==> config.mk <==
export PLATFORM = sky130hd
export DESIGN_NAME = pwr_state_ctrl
export DESIGN_NICKNAME = d
export VERILOG_FILES = /design/src/rtl/pmc_pkg.sv /design/src/rtl/pmc_prescale.sv /design/src/rtl/pmc_debounce.sv /design/src/rtl/pmc_timer.sv /design/src/rtl/pmc_fsm.sv /design/src/rtl/pwr_state_ctrl.sv
export SDC_FILE = /design/constraint.sdc
export NUM_CORES = 1
export LEC_CHECK = 0
export CORE_ASPECT_RATIO = 1.1
export CORE_MARGIN = 4
export CORE_UTILIZATION = 55
export CTS_BUF_LIST = sky130_fd_sc_hd__clkbuf_4 sky130_fd_sc_hd__clkbuf_8
export CTS_CLUSTER_DIAMETER = 120
export DETAILED_ROUTE_END_ITERATION = 8
export DONT_BUFFER_PORTS = 1
export HOLD_SLACK_MARGIN = 0.12
export PLACE_DENSITY = 0.75
export SLEW_MARGIN = 40
export SYNTH_ARGS = -nofsm -noshare
export SYNTH_HDL_FRONTEND = slang
export SYNTH_SLANG_ARGS = --single-unit
==> constraint.sdc <==
create_clock -name clk -period 4.2 [get_ports clk]
set_input_delay 0.42 -clock clk [delete_from_list [all_inputs] [get_ports clk]]
set_output_delay 0.42 -clock clk [all_outputs]
set_load 0.01 [all_outputs]
==> src/rtl/pmc_pkg.sv <==
package pmc_pkg;

    typedef enum logic [1:0] {
        ST_ON    = 2'd0,
        ST_DOZE  = 2'd1,
        ST_SLEEP = 2'd2,
        ST_APM   = 2'd3
    } pwr_state_e;

    localparam int CAUSE_W     = 7;
    localparam int C_DOZE_TO   = 0;
    localparam int C_SLEEP_TO  = 1;
    localparam int C_ACT_WAKE  = 2;
    localparam int C_BUTTON    = 3;
    localparam int C_APM_ENTER = 4;
    localparam int C_APM_DWELL = 5;
    localparam int C_APM_POLL  = 6;

endpackage

==> src/rtl/pmc_prescale.sv <==
module pmc_prescale #(
    parameter int PRESCALE = 32768
) (
    input  logic clk,
    input  logic rst_n,
    input  logic slow_en,
    output logic tick
);
    localparam int PW = (PRESCALE > 1) ? $clog2(PRESCALE) : 1;
    localparam logic [PW-1:0] LAST = PW'(PRESCALE - 1);

    logic [PW-1:0] cnt_q;

    always_ff @(posedge clk or negedge rst_n) begin
        if (!rst_n) begin
            cnt_q <= '0;
        end else if (slow_en) begin
            if (cnt_q == LAST) cnt_q <= '0;
            else               cnt_q <= cnt_q + PW'(1);
        end
    end

    assign tick = slow_en && (cnt_q == LAST);

    generate
        if (PRESCALE > 1) begin : g_spacing

            tick_spacing_chk: assert property (@(posedge clk) disable iff (!rst_n)
                tick |=> !tick);
        end
    endgenerate

endmodule

==> src/rtl/pmc_debounce.sv <==
module pmc_debounce #(
    parameter int DEB_LEN = 32
) (
    input  logic clk,
    input  logic rst_n,
    input  logic slow_en,
    input  logic btn_n,
    output logic press
);
    localparam int DW = (DEB_LEN > 1) ? $clog2(DEB_LEN) : 1;
    localparam logic [DW-1:0] DLAST = DW'(DEB_LEN - 1);

    logic          sync1_q, sync2_q;
    logic          pressed_q;
    logic [DW-1:0] cnt_q;
    logic          raw_pressed;
    logic          mismatch;

    always_ff @(posedge clk or negedge rst_n) begin
        if (!rst_n) begin
            sync1_q <= 1'b1;
            sync2_q <= 1'b1;
        end else begin
            sync1_q <= btn_n;
            sync2_q <= sync1_q;
        end
    end

    assign raw_pressed = ~sync2_q;
    assign mismatch    = raw_pressed != pressed_q;

    always_ff @(posedge clk or negedge rst_n) begin
        if (!rst_n) begin
            cnt_q     <= '0;
            pressed_q <= 1'b0;
        end else if (slow_en) begin
            if (!mismatch) begin
                cnt_q <= '0;
            end else if (cnt_q == DLAST) begin
                cnt_q     <= '0;
                pressed_q <= raw_pressed;
            end else begin
                cnt_q <= cnt_q + DW'(1);
            end
        end
    end

    assign press = slow_en && mismatch && (cnt_q == DLAST) && raw_pressed;


    press_latch_chk: assert property (@(posedge clk) disable iff (!rst_n)
        press |=> pressed_q);

endmodule

==> src/rtl/pmc_timer.sv <==
module pmc_timer #(
    parameter int TW       = 8,
    parameter bit PERIODIC = 1'b0
) (
    input  logic          clk,
    input  logic          rst_n,
    input  logic          tick,
    input  logic          run,
    input  logic          load,
    input  logic [TW-1:0] reload_val,
    output logic          expire
);
    logic [TW-1:0] cnt_q;

    assign expire = run && tick && (cnt_q == TW'(1));

    always_ff @(posedge clk or negedge rst_n) begin
        if (!rst_n) begin
            cnt_q <= '0;
        end else if (load) begin
            cnt_q <= reload_val;
        end else if (PERIODIC && expire) begin
            cnt_q <= reload_val;
        end else if (run && tick && (cnt_q != '0)) begin
            cnt_q <= cnt_q - TW'(1);
        end
    end


    count_step_chk: assert property (@(posedge clk) disable iff (!rst_n)
        (run && tick && !load && (cnt_q > TW'(1))) |=> (cnt_q == $past(cnt_q) - TW'(1)));


    idle_hold_chk: assert property (@(posedge clk) disable iff (!rst_n)
        (!load && (cnt_q == '0)) |=> (cnt_q == '0));

endmodule

==> src/rtl/pmc_fsm.sv <==
module pmc_fsm
    import pmc_pkg::*;
#(
    parameter int NPIN = 2
) (
    input  logic               clk,
    input  logic               rst_n,
    input  logic               act_hit,
    input  logic               btn_press,
    input  logic               apm_req,
    input  logic               exp_doze,
    input  logic               exp_sleep,
    input  logic               exp_dwell,
    input  logic               exp_poll,
    input  logic               smi_clr,
    input  logic [4*NPIN-1:0]  pin_cfg,
    output pwr_state_e         state_o,
    output logic               rl_idle,
    output logic               rl_apm,
    output logic               smi_req,
    output logic [CAUSE_W-1:0] smi_cause,
    output logic [NPIN-1:0]    pin_out
);
    pwr_state_e         state_q, state_d;
    logic [CAUSE_W-1:0] evt;
    logic               evt_any;
    logic               first_q;
    logic               smi_q;
    logic [CAUSE_W-1:0] cause_q;

    // next-state and event selection: button > APM request > activity > timers
    always_comb begin
        state_d = state_q;
        evt     = '0;
        unique case (state_q)
            ST_ON: begin
                if (btn_press) begin
                    state_d = ST_SLEEP;  evt[C_BUTTON] = 1'b1;
                end else if (apm_req) begin
                    state_d = ST_APM;    evt[C_APM_ENTER] = 1'b1;
                end else if (act_hit) begin
                    state_d = ST_ON;
                end else if (exp_sleep) begin
                    state_d = ST_SLEEP;  evt[C_SLEEP_TO] = 1'b1;
                end else if (exp_doze) begin
                    state_d = ST_DOZE;   evt[C_DOZE_TO] = 1'b1;
                end
            end
            ST_DOZE: begin
                if (btn_press) begin
                    state_d = ST_SLEEP;  evt[C_BUTTON] = 1'b1;
                end else if (apm_req) begin
                    state_d = ST_APM;    evt[C_APM_ENTER] = 1'b1;
                end else if (act_hit) begin
                    state_d = ST_ON;     evt[C_ACT_WAKE] = 1'b1;
                end else if (exp_sleep) begin
                    state_d = ST_SLEEP;  evt[C_SLEEP_TO] = 1'b1;
                end
            end
            ST_SLEEP: begin
                if (btn_press) begin
                    state_d = ST_ON;     evt[C_BUTTON] = 1'b1;
                end
            end
            ST_APM: begin
                if (btn_press) begin
                    state_d = ST_SLEEP;  evt[C_BUTTON] = 1'b1;
                end else if (act_hit) begin
                    state_d = ST_ON;     evt[C_ACT_WAKE] = 1'b1;
                end else if (exp_dwell) begin
                    state_d = ST_SLEEP;  evt[C_APM_DWELL] = 1'b1;
                end else if (exp_poll) begin
                    state_d = ST_APM;    evt[C_APM_POLL] = 1'b1;
                end
            end
        endcase
    end

    assign evt_any = |evt;
    assign rl_idle = first_q || ((state_d == ST_ON) && ((state_q != ST_ON) || act_hit));
    assign rl_apm  = (state_d == ST_APM) && (state_q != ST_APM);

    // state register
    always_ff @(posedge clk or negedge rst_n) begin
        if (!rst_n) begin
            state_q <= ST_ON;
            first_q <= 1'b1;
        end else begin
            state_q <= state_d;
            first_q <= 1'b0;
        end
    end

    // interrupt request and cause: a new event wins over a clear
    always_ff @(posedge clk or negedge rst_n) begin
        if (!rst_n) begin
            smi_q   <= 1'b0;
            cause_q <= '0;
        end else if (evt_any) begin
            smi_q   <= 1'b1;
            cause_q <= (smi_clr ? '0 : cause_q) | evt;
        end else if (smi_clr) begin
            smi_q   <= 1'b0;
            cause_q <= '0;
        end
    end

    // outputs
    always_comb begin
        for (int i = 0; i < NPIN; i++) begin
            unique case (state_q)
                ST_ON:    pin_out[i] = pin_cfg[4*i + 0];
                ST_DOZE:  pin_out[i] = pin_cfg[4*i + 1];
                ST_SLEEP: pin_out[i] = pin_cfg[4*i + 2];
                ST_APM:   pin_out[i] = pin_cfg[4*i + 3];
            endcase
        end
    end

    assign state_o   = state_q;
    assign smi_req   = smi_q;
    assign smi_cause = cause_q;


    smi_on_move_chk: assert property (@(posedge clk) disable iff (!rst_n)
        (state_q != $past(state_q)) |-> smi_q);


    smi_clear_chk: assert property (@(posedge clk) disable iff (!rst_n)
        ($past(smi_clr) && !$past(evt_any)) |-> (!smi_q && (cause_q == '0)));


    sleep_exit_chk: assert property (@(posedge clk) disable iff (!rst_n)
        (($past(state_q) == ST_SLEEP) && (state_q != ST_SLEEP)) |->
            ((state_q == ST_ON) && $past(btn_press)));


    doze_entry_chk: assert property (@(posedge clk) disable iff (!rst_n)
        ((state_q == ST_DOZE) && ($past(state_q) != ST_DOZE)) |->
            (($past(state_q) == ST_ON) && $past(exp_doze)));


    poll_stay_chk: assert property (@(posedge clk) disable iff (!rst_n)
        (($past(state_q) == ST_APM) && $past(exp_poll) &&
         !$past(btn_press || act_hit || exp_dwell)) |->
            ((state_q == ST_APM) && cause_q[C_APM_POLL]));

endmodule

==> src/rtl/pwr_state_ctrl.sv <==
module pwr_state_ctrl
    import pmc_pkg::*;
#(
    parameter int PRESCALE = 32768,
    parameter int DEB_LEN  = 32,
    parameter int TW       = 8,
    parameter int N_ACT    = 12,
    parameter int NPIN     = 2
) (
    input  logic               clk,
    input  logic               rst_n,
    input  logic               slow_en,
    input  logic [N_ACT-1:0]   act_stb,
    input  logic [N_ACT-1:0]   act_en,
    input  logic               btn_n,
    input  logic               sw_en,
    input  logic               apm_req,
    input  logic [TW-1:0]      doze_rl,
    input  logic [TW-1:0]      sleep_rl,
    input  logic [TW-1:0]      dwell_rl,
    input  logic [TW-1:0]      poll_rl,
    input  logic               smi_clr,
    input  logic [4*NPIN-1:0]  pin_cfg,
    output logic [1:0]         state,
    output logic               smi_req,
    output logic [CAUSE_W-1:0] smi_cause,
    output logic [NPIN-1:0]    pin_out
);
    logic       tick;
    logic       raw_press, btn_press;
    logic       act_hit;
    logic       rl_idle, rl_apm;
    logic       exp_doze, exp_sleep, exp_dwell, exp_poll;
    pwr_state_e st;

    pmc_prescale #(.PRESCALE(PRESCALE)) u_prescale (
        .clk(clk), .rst_n(rst_n), .slow_en(slow_en), .tick(tick)
    );

    pmc_debounce #(.DEB_LEN(DEB_LEN)) u_debounce (
        .clk(clk), .rst_n(rst_n), .slow_en(slow_en), .btn_n(btn_n), .press(raw_press)
    );

    assign btn_press = raw_press && sw_en;
    assign act_hit   = |(act_stb & act_en);

    pmc_timer #(.TW(TW), .PERIODIC(1'b0)) u_doze_tmr (
        .clk(clk), .rst_n(rst_n), .tick(tick), .run(st == ST_ON),
        .load(rl_idle), .reload_val(doze_rl), .expire(exp_doze)
    );

    pmc_timer #(.TW(TW), .PERIODIC(1'b0)) u_sleep_tmr (
        .clk(clk), .rst_n(rst_n), .tick(tick), .run((st == ST_ON) || (st == ST_DOZE)),
        .load(rl_idle), .reload_val(sleep_rl), .expire(exp_sleep)
    );

    pmc_timer #(.TW(TW), .PERIODIC(1'b0)) u_dwell_tmr (
        .clk(clk), .rst_n(rst_n), .tick(tick), .run(st == ST_APM),
        .load(rl_apm), .reload_val(dwell_rl), .expire(exp_dwell)
    );

    pmc_timer #(.TW(TW), .PERIODIC(1'b1)) u_poll_tmr (
        .clk(clk), .rst_n(rst_n), .tick(tick), .run(st == ST_APM),
        .load(rl_apm), .reload_val(poll_rl), .expire(exp_poll)
    );

    pmc_fsm #(.NPIN(NPIN)) u_fsm (
        .clk(clk), .rst_n(rst_n), .act_hit(act_hit), .btn_press(btn_press),
        .apm_req(apm_req), .exp_doze(exp_doze), .exp_sleep(exp_sleep),
        .exp_dwell(exp_dwell), .exp_poll(exp_poll), .smi_clr(smi_clr),
        .pin_cfg(pin_cfg), .state_o(st), .rl_idle(rl_idle), .rl_apm(rl_apm),
        .smi_req(smi_req), .smi_cause(smi_cause), .pin_out(pin_out)
    );

    assign state = st;

endmodule

# [After elaboration in Yosys (flattened, before gate mapping)]
# Index checks and enable logic that the tools add are counted.
[op_classes] addsub=6 n_eq_ne=12 muxes=58 bitwise=3 reduce_logical=38
[ops] operator="$mux W8" count=9
[ops] operator="$mux W2" count=22
[ops] operator="$eq A8 B1 Y1 const B" count=4
[ops] operator="$reduce_bool A8 Y1" count=4
[ops] operator="$sub A8 B1 Y8 const B" count=4
[ops] operator="$logic_and A1 B1 Y1" count=18
[ops] operator="$mux W1" count=17
[ops] operator="$add A15 B1 Y15 const B" count=1
[ops] operator="$eq A15 B15 Y1 const B" count=1
[ops] operator="$mux W15" count=1
[ops] operator="$mux W7" count=2
[ops] operator="$and A12 B12 Y12" count=1
[ops] operator="$reduce_or A12 Y1" count=1
[ops] operator="$mux W5" count=2
[ops] operator="$reduce_bool A2 Y1" count=5
[ops] operator="$pmux W1 S4" count=2
[ops] operator="$pmux W2 S4" count=1
[ops] operator="$or A7 B7 Y7" count=1
[ops] operator="$reduce_or A7 Y1" count=1
[ops] operator="$eq A2 B2 Y1 const B" count=3
[ops] operator="$add A5 B1 Y5 const B" count=1
[ops] operator="$eq A5 B5 Y1 const B" count=1
[ops] operator="$logic_not A2 Y1" count=2
[ops] operator="$pmux W1 S2" count=2
[ops] operator="9 further kinds" count=11
[word_totals] ff_bits=66 input_bits=71 word_cells=130

# [Longest topological paths before layout]
# Gate-level depths: netlist (run 1).
[logic_depth] depth_word=14 ltp_mapped=11

# [Cells and area by module]
# Synthesis (run 1) repeated with hierarchy kept, for this count alone.
[hier_totals] hier_cells=435 area_unflattened_um2=4116.4
[by_module_without_submodules] mod="pmc_timer (u_doze_tmr ...)" instances=3 cells_per_inst=68 area_each_um2=571.8 seq_area_each_um2=200.2
[by_module_without_submodules] mod="pmc_prescale" instances=1 cells_per_inst=71 area_each_um2=754.5 seq_area_each_um2=375.4
[by_module_without_submodules] mod="pmc_timer (u_poll_tmr)" instances=1 cells_per_inst=67 area_each_um2=601.8 seq_area_each_um2=200.2
[by_module_without_submodules] mod="pmc_fsm" instances=1 cells_per_inst=52 area_each_um2=578.1 seq_area_each_um2=276.5
[by_module_without_submodules] mod="pmc_debounce" instances=1 cells_per_inst=30 area_each_um2=370.4 seq_area_each_um2=202.7
[by_module_without_submodules] mod="pwr_state_ctrl" instances=1 cells_per_inst=11 area_each_um2=96.3 seq_area_each_um2=0.0

# [Least setup slack after synthesis (run 1)]
# Ideal clock, no wire load.
[synth_path] path_kind="register to register" from="reg u_debounce.cnt_q[0]" to="reg u_doze_tmr.cnt_q[1]" setup_ns=0.125 t_arrival_ns=2.456 required_time_ns=4.075 slack_ns=1.620 stages_incl_launch_ff=11 n_path_buf=2 cell_sequence="dfrtp_1 > ha_1 > and3_1 > ha_1 > nand2_1 > or4b_2 > clkbuf_1 > nor3_1 > a211o_1 > buf_2 > mux2_2"
[synth_via] elab_chain_len=10
[synth_rtl] element="start: declaration" line="pmc_debounce.sv:15" text="logic [DW-1:0] cnt_q;"
[synth_rtl] element="start signal: assignment" line="pmc_debounce.sv:43" text="cnt_q <= cnt_q + DW'(1);"
[synth_rtl] element="$eq A5 B5 Y1 (*)" line="pmc_debounce.sv:48" text="assign press = slow_en && mismatch && (cnt_q == DLAST) && raw_pressed;"
[synth_rtl] element="$logic_and A1 B1 Y1 (*) (2 in series)" line="pmc_debounce.sv:48"
[synth_rtl] element="$logic_and A1 B1 Y1 (*)" line="pwr_state_ctrl.sv:44" text="assign btn_press = raw_press && sw_en;"
[synth_rtl] element="$mux W2, on equally long branches"
[synth_rtl] element="$pmux W2 S4 (*)" line="pmc_fsm.sv:35" text="unique case (state_q)"
[synth_rtl] element="$logic_not A2 Y1 (*)" line="pmc_fsm.sv:80" text="assign rl_idle = first_q || ((state_d == ST_ON) && ((state_q != ST_ON) || act_hit));"
[synth_rtl] element="$logic_and A1 B1 Y1 (*)" line="pmc_fsm.sv:80"
[synth_rtl] element="$logic_or A1 B1 Y1 (*)" line="pmc_fsm.sv:80"
[synth_rtl] element="$mux W8 / $reduce_bool A2 Y1 (equally long branches)"
[synth_rtl] element="end signal: assignment" line="pmc_timer.sv:21" text="cnt_q <= reload_val;"
[synth_rtl] element="end signal: assignment" line="pmc_timer.sv:23" text="cnt_q <= reload_val;"
[synth_rtl] element="end signal: assignment" line="pmc_timer.sv:25" text="cnt_q <= cnt_q - TW'(1);"
[synth_rtl] element="end: declaration" line="pmc_timer.sv:13" text="logic [TW-1:0] cnt_q;"
# Every way passes the cells marked *; elsewhere a longest branch is shown, timed or not.
# A chain may end at the register's enable or synchronous reset.

# [Worst setup path after layout (run 1)]
[layout_path] from="reg u_debounce.cnt_q[0]" to="reg u_poll_tmr.cnt_q[1]"
[layout_via] elab_chain_len=9
[layout_rtl] element="$eq A5 B5 Y1 (*)" line="pmc_debounce.sv:48"
[layout_rtl] element="$logic_and A1 B1 Y1 (*) (2 in series)" line="pmc_debounce.sv:48"
[layout_rtl] element="$logic_and A1 B1 Y1 (*)" line="pwr_state_ctrl.sv:44"
[layout_rtl] element="$mux W2, on equally long branches"
[layout_rtl] element="$pmux W2 S4 (*)" line="pmc_fsm.sv:35"
[layout_rtl] element="$eq A2 B2 Y1 (*)" line="pmc_fsm.sv:81" text="assign rl_apm = (state_d == ST_APM) && (state_q != ST_APM);"
[layout_rtl] element="$logic_and A1 B1 Y1 (*)" line="pmc_fsm.sv:81"
[layout_rtl] element="$reduce_bool A3 Y1 (no line) / $mux W8 (equally long branches)"
[layout_rtl] element="end signal: assignment" line="pmc_timer.sv:21"
[layout_rtl] element="end signal: assignment" line="pmc_timer.sv:23"
[layout_rtl] element="end signal: assignment" line="pmc_timer.sv:25"
[layout_rtl] element="end: declaration" line="pmc_timer.sv:13"
# Marked as above.

==> results of run 1 <==
layout by cell type (no fill, tap or decap), types with 2 or more instances in the layout:
cell,instances
dlygate4sd3_1,2
nor3_2,2
dfrtp_1,63
clkbuf_4,3
nand4_1,8
inv_1,19
o21ai_0,23
a31o_2,2
dfstp_2,3
a31oi_1,2
mux2i_1,4
a21oi_1,17
buf_4,3
xnor2_1,12
xor2_1,26
nor2_1,41
nand3_1,16
ha_1,14
mux2_2,4
nand2_1,37
or4_1,2
o31ai_1,4
nor3_1,8
a22o_1,3
a221oi_1,4
clkbuf_8,11
and3_1,2
o2bb2ai_1,2
nand3b_1,4
mux4_2,2
or3_1,4
nor4b_1,4
and4_1,2
a21o_1,3
o22ai_1,3
nand4b_1,8
per-layer routing:
metal / share of wire (%) / vias up / wire length (um)
met4: 1.5 / 0 / 110
met1: 45 / 1294 / 3340
met3: 6.7 / 6 / 500
met5: 0 / - / 0
met2: 47 / 76 / 3490
li1: - / 1357 / -
power breakdown:
part           internal (mW)  switching (mW)  leakage [nW]
logic                  0.200           0.206         0.770
clock network          0.326           0.230         0.111
registers              0.780           0.157         0.813
total                   1.31           0.593          1.69
worst min path at each step:
stage | start | endpoint | slack (ns) | depth (start not counted)
finish | slow_en | u_prescale.cnt_q[0] | 0.17 | 1
global route | slow_en | u_prescale.cnt_q[0] | 0.15 | 1
CTS | slow_en | u_prescale.cnt_q[0] | 0.16 | 1
detailed placement | rst_n | u_fsm.smi_cause[6] | 0.13 | 0
global placement | rst_n | u_prescale.cnt_q[11] | 0.13 | 0
floorplan | rst_n | u_debounce.cnt_q[0] | 0.12 | 0
state kept, by name (all words and copies together) (netlist names):
name,count
u_fsm.first_q,1
u_fsm.smi_req,1
u_prescale.cnt_q,15
u_doze_tmr.cnt_q,8
u_debounce.sync1_q,1
u_poll_tmr.cnt_q,8
u_fsm.state_o,2
u_fsm.smi_cause,7
u_debounce.sync2_q,1
u_sleep_tmr.cnt_q,8
u_debounce.pressed_q,1
u_debounce.cnt_q,5
u_dwell_tmr.cnt_q,8
kinds of logic (layout without fill, tap and decap cells):
| logic type | after synthesis | count (layout) | synth area share [%] |
|---|---|---|---|
| other | 1 | 1 | 0.102 |
| DFF | 66 | 66 | 45.1 |
| buffers and inverters | 30 | 41 | 3.44 |
| AOI/OAI and AO/OA | 73 | 73 | 13.0 |
| muxes | 10 | 10 | 3.55 |
| adders and majority gates | 14 | 14 | 4.77 |
| xor gates and xnor gates | 38 | 38 | 9.07 |
| and+or+nand+nor | 147 | 147 | 20.9 |
cell type report:
class,count,area share (%)
tap,80,2.51
multi-input combinational,283,47.3
clock inverter,2,0.877
inverter,19,1.79
sequential,66,41.4
timing repair buffer,6,1.75
clock buffer,14,4.35
==> summary.md, run 1 <==
| Metric | Value |
|---|---|
| Cell mode on critical path | `ha_1` |
| Core area | `6340 um2` |
| Endpoint class of the critical path | `flip-flop` |
| Top FF cell, synth | `dfrtp_1` |
| Final hold violation count | `0` |
| Post-synth top area share | `43.0%` |
| Routability-driven placement congestion ratio | `0.854` |
| Async set or reset register ratio after synthesis | `100%` |
| Multi-input gate area | `1890 um2` |
| Final routed DRC violation total | `0` |
| List of most frequent post-synthesis cells | `63 x dfrtp_1, 41 x nor2_1, 37 x nand2_1, 26 x xor2_1, 23 x o21ai_0` |
| CTS buffer count | `9` |
| Maximum clock rate | `317 MHz` |
| Met3 usage | `4.30%` |
| Family with the most delay on the worst path | `simple AND/OR/NAND/NOR gates` |
| End of the critical path | `u_poll_tmr.cnt_q[1]` |
| Slew margin rel. | `57.8%` |
| Root Driver | `clkbuf_8` |
| Peak VDD IR | `236 uV` |
| GRT Max-Usage Layer | `met2` |
| Final core occ | `63.0%` |
| CTS tree | `built` |
| Total congestion overflow | `0` |
| Design Area, Final | `3990 um2` |
| Worst reg2reg path depth | `8` |
| # Post-CTS Setup Buffers | `0` |
| Resize count post-CTS | `0` |
| Slowest cell on crit path | `or4b_2` |
| # setup viols final | `0` |
| Total die area | `8040 um2` |
| Gate Count Post-Synth | `379` |
| Final Power | `1.90 mW` |
| Die span in x | `85.9 um` |
| Reg-to-reg slack, setup | `1.05 ns` |
| Dpl ws | `1.04 ns` |
| Vias per inst | `5.81` |
| Dpl cell area | `3740 um2` |
| Lkg Pwr | `1.69 nW` |
| Cell Area, Synth | `3670 um2` |
| Syn Nets | `464` |
| First-pass GRT wire length | `12,400 um` |
| Worst r2r src | `u_debounce.cnt_q[0]` |
| Worst-path clk slew | `0.07 ns` |
| Setup Skew | `0.00667 ns` |
| Nets | `470` |
| Post-synthesis sequential area ratio | `45.1%` |
| Max clock buf depth | `2` |
| CTS Sinks | `66` |
| Post-synth EDFFs | `0` |
| PwrDens | `475 nW/um2` |
| WS Path Type | `reg2reg` |
| Final HPWL DP | `5450 um` |
| Slew Viols, Final | `0` |
| CP Depth | `8` |
| Sequential Area | `1660 um2` |
| Worst hold path class | `in2reg` |
| Nature of the critical path startpoint | `flip-flop` |
| Max Cap Viol | `0` |
| Number of DRC markers in iteration 0 | `128` |
| Setup TNS | `0 ns` |
| Top Ports | `83` |
| Worst Path Required | `4.42 ns` |
| Vias | `2,733` |
| Area delta synth->final | `8.83%` |
| Cell variety after synth | `57` |
| Max incr delay on CP | `0.72 ns` |
| Port buffer count | `0` |
| Max FO, Critical Path | `18` |
| CP Cell Sequence | `ha_1 -> and3_1 -> ha_1 -> nand2_1 -> or4b_2 -> nand3_2 -> o31a_1 -> mux2_2` |
| Status | `completed` |
| Synth top area cells | `dfrtp_1 43%, xor2_1 6.2%, ha_1 4.8%` |
| Total number of yosys warnings | `0` |
| Antenna violations before repair | `0` |
| Post-Place Cells | `451` |
| Gr usage total | `19.4%` |
| RR Endpoint | `u_poll_tmr.cnt_q[1]` |
| # rows | `30` |
| Min Tclk post-route | `3.16 ns` |
| RSZ-0062 raised after global routing | `no` |
| Final period utilization | `75.1%` |
| DRT Wirelength | `7450 um` |
| Pin count of the biggest net entering global routing | `67` |
| Worst slew pin tran | `0.627 ns` |
| Effective utilization at floorplan | `57.9%` |
| Fillcell total | `524` |
| Grt met1 use | `25.0%` |
| Hold-fix buffers, CTS | `3` |
| DR WL/cell | `15.8 um` |
| Final hold slack | `0.172 ns` |
| Final antenna-violating net count | `0` |
| Post-synth top area cell | `dfrtp_1` |
| ANT cells | `0` |
| Buf+Inv Stages, Crit Path | `0` |
| CP startpoint | `u_debounce.cnt_q[0]` |
| Post-route worst setup slack | `1.05 ns` |
| Layout Cells excl Fill | `470` |
| Arrival time worst endpoint | `3.38 ns` |
| Mean Syn Cell Area | `9.68 um2` |
| Share of layout cells above drive strength 1 | `10.5%` |
| H-tree depth | `3` |
| Cell with the most instances after synthesis | `dfrtp_1` |
| Die outline height | `93.7 um` |
| Flops & latches, synth | `66` |
| DRT Pass-1 Iters | `4` |
| Clk_lat worst skew | `0.34 ns` |
| Vias in the first global route | `2,718` |
| Grt met2 use | `30.4%` |
Power figures use the tool's default switching activity.
==> run 2, diff against run 1 <==
--- a/config.mk
+++ b/config.mk
@@ -13,7 +13,7 @@
 export DETAILED_ROUTE_END_ITERATION = 8
 export DONT_BUFFER_PORTS = 1
 export HOLD_SLACK_MARGIN = 0.12
-export PLACE_DENSITY = 0.75
+export PLACE_DENSITY = 0.78
 export SLEW_MARGIN = 40
 export SYNTH_ARGS = -nofsm -noshare
 export SYNTH_HDL_FRONTEND = slang
==> constraint.sdc (replaced) <==
create_clock -name clk -period 2.5 [get_ports clk]
set_input_delay 0.25 -clock clk [delete_from_list [all_inputs] [get_ports clk]]
set_output_delay 0.25 -clock clk [all_outputs]
set_load 0.01 [all_outputs]
==> summary.md, run 2 (synthesized netlist as in run 1, its figures left out) <==
| Metric | Value |
|---|---|
| Status | `completed` |
| Pint | `2.22 mW (+70%)` |
| H-tree depth | `3 (unchanged)` |
| CP Cell Sequence | `ha_2 -> nand4_1 -> or4_1 -> buf_4 -> a211oi_4 -> buf_6 -> nand4b_1 -> xor2_1 -> a21oi_1` |
| Switching power total | `1.06 mW (+78%)` |
| CTS Sinks | `66 (unchanged)` |
| Vias | `3,009 (+10%)` |
| Max Cap Viol | `0 (unchanged)` |
| Nets | `524 (+11%)` |
| Final antenna-violating net count | `0 (unchanged)` |
| Design Area, Final | `4550 um2 (+14%)` |
| Gate power share | `24.6% (+3.2 points)` |
| Post-route worst setup slack | `0.107 ns (-0.938 ns)` |
| Endpoint class of the critical path | `flip-flop` |
| ANT cells | `0 (unchanged)` |
| Number of DRC markers in iteration 0 | `167 (+30%)` |
| Peak VDD IR | `430 uV (+82%)` |
| Root Driver | `clkbuf_8` |
| Gr usage total | `22.0% (+2.6 points)` |
| Area delta synth->final | `24.1%` |
| Slew Viols, Final | `0 (unchanged)` |
| Worst reg2reg path depth | `9 (+1)` |
| Clk_lat worst skew | `0.35 ns (about the same)` |
| Worst Path Required | `2.78 ns (-1.64 ns)` |
| Core area | `6340 um2 (unchanged)` |
| Die outline height | `93.7 um (unchanged)` |
| Vias per inst | `5.74 (-1.2%)` |
| RR Endpoint | `u_poll_tmr.cnt_q[5]` |
| DR WL/cell | `16.1 um (+1.4%)` |
| Hold Path End | `u_fsm.smi_cause[2]` |
| PwrDens | `719 nW/um2 (+51%)` |
| Slew margin rel. | `65.3% (+7.5 points)` |
| Largest register by flop count | `u_prescale.cnt_q` |
| Top Ports | `83 (unchanged)` |
| Routability-driven placement congestion ratio | `0.815 (-4.6%)` |
| # setup viols final | `0 (unchanged)` |
| Maximum clock rate | `418 MHz (+32%)` |
| Die span in x | `85.9 um (unchanged)` |
| Max clock buf depth | `2 (unchanged)` |
| Most frequent cells in the layout | `63 x dfrtp_1, 41 x nor2_1, 40 x dlygate4sd3_1` |
| # rows | `30 (unchanged)` |
| Slowest cell on crit path | `or4_1` |
| Total die area | `8040 um2 (unchanged)` |
| CTS tree | `built` |
| First-pass GRT wire length | `14,000 um (+13%)` |
| Setup Skew | `0.00865 ns (+0.00197 ns)` |
| Antenna violations before repair | `0 (unchanged)` |
| Buf+Inv Stages, Crit Path | `2 (+2)` |
| Seq pwr share | `47.9% (-1.4 points)` |
| Most common cell after layout, fill and taps aside | `dfrtp_1` |
| Clock Power Share | `27.5% (-1.8 points)` |
| Dpl cell area | `3840 um2 (+2.6%)` |
| CTS buffer count | `9 (unchanged)` |
| DRT Wirelength | `8420 um (+13%)` |
| Total congestion overflow | `0 (unchanged)` |
| Min Tclk post-route | `2.39 ns (-0.762 ns)` |
| WS Path Type | `reg2reg` |
| Max FO, Critical Path | `10 (-8)` |
| Arrival time worst endpoint | `2.67 ns (-0.71 ns)` |
| Effective utilization at floorplan | `57.9% (unchanged)` |
| Final period utilization | `95.7% (+21 points)` |
| Final HPWL DP | `5710 um (+4.8%)` |
| Layout Cells excl Fill | `524 (+11%)` |
| Worst r2r src | `u_prescale.cnt_q[1]` |
| Hold Crit Depth | `2 (+1)` |
| Max FFs per register | `15 (unchanged)` |
| Worst hold path class | `in2reg` |
| Family with the most delay on the worst path | `simple AND/OR/NAND/NOR gates` |
| Final Power | `3.28 mW (+73%)` |
| Worst slew pin tran | `0.514 ns (-0.113 ns)` |
| Lkg Pwr | `1.95 nW (+15%)` |
| DRT Pass-1 Iters | `4 (unchanged)` |
| Post-Place Cells | `461 (+2.2%)` |
| Max incr delay on CP | `0.55 ns (-0.17 ns)` |
| Port buffer count | `0 (unchanged)` |
| Share of layout cells above drive strength 1 | `14.2% (+3.7 points)` |
| Final routed DRC violation total | `0 (unchanged)` |
| Pin count of the biggest net entering global routing | `67 (unchanged)` |
| Vias in the first global route | `3,138 (+15%)` |
| Worst-path clk slew | `0.07 ns (about the same)` |
| Nature of the critical path startpoint | `flip-flop` |
| Sw Share | `32.3% (+1.0 points)` |
| Dpl ws | `0.0487 ns (-0.996 ns)` |
| Final hold violation count | `0 (unchanged)` |
| Min-delay src | `apm_req` |
| Reg-to-reg slack, setup | `0.11 ns (-0.94 ns)` |
-- run 2: how the worst max path moves through the flow --
stage          cells after the start                   to                start  slack [ns]
3_3_place_gp                       9  u_poll_tmr.cnt_q[5]  u_prescale.cnt_q[0]        0.14
6_report                           9  u_poll_tmr.cnt_q[5]  u_prescale.cnt_q[1]        0.11
3_5_place_dp                       8  u_doze_tmr.cnt_q[7]  u_prescale.cnt_q[0]        0.05
5_1_grt                            9  u_poll_tmr.cnt_q[4]  u_prescale.cnt_q[1]       -0.06
4_1_cts                            9  u_poll_tmr.cnt_q[5]              slow_en        0.03
2_1_floorplan                      9  u_doze_tmr.cnt_q[1]  u_debounce.cnt_q[1]        0.08
-- run 2: final cells by class --
type	count	area [um2]
repair buffers	60	591
inverters	19	71.3
clock inverters	5	53.8
clock buffers	11	145
fillers	457	1790
flip-flops and latches	66	1660
multi-input cells	283	1940
well taps	80	100
-- run 2: through the flow --
step                      hold slack, ns  TNS [ns]  utilization [%]
after floorplan                  -0.0456         0                -
after global placement           -0.0434         0             60.5
after detailed placement         -0.0432         0             60.5
after CTS                          0.153         0             70.7
after global routing               0.168    -0.261             71.8
final                              0.167         0             71.8
-- run 2: repair_timing --
item	CTS	global route
hold buffers	42	0
endpoints found under the setup margin	1	28
pin swaps	0	4
gates cloned	0	0
gates resized for setup	1	9
setup buffers	0	5
hold endpoints to repair	113	0
-- run 2: layer usage --
layer,vias to the layer above,part of all wire (%),track usage (%)
met5,-,0,0
met4,0,2.1,9.37
met3,19,7.2,6.75
met2,97,51,38.4
met1,1429,40,24.6
li1,1464,-,-
-- run 2: power by group through the flow --
stage	Sequential [mW]	Clock [mW]	Combinational [mW]
after global placement	1.57	0	0.653
after floorplan	1.52	0	0.576
after CTS	1.56	0.922	0.787
final	1.57	0.902	0.805
after detailed placement	1.58	0	0.690
after global routing	1.60	0.966	0.920
==> run 3, diff against run 2 <==
--- a/config.mk
+++ b/config.mk
@@ -14,6 +14,7 @@
 export DONT_BUFFER_PORTS = 1
 export HOLD_SLACK_MARGIN = 0.12
 export PLACE_DENSITY = 0.78
+export SKIP_LAST_GASP = 1
 export SLEW_MARGIN = 40
 export SYNTH_ARGS = -nofsm -noshare
 export SYNTH_HDL_FRONTEND = slang
==> results of run 3 <==
The final DEF is identical to that of run 2; final timing and power are the same.
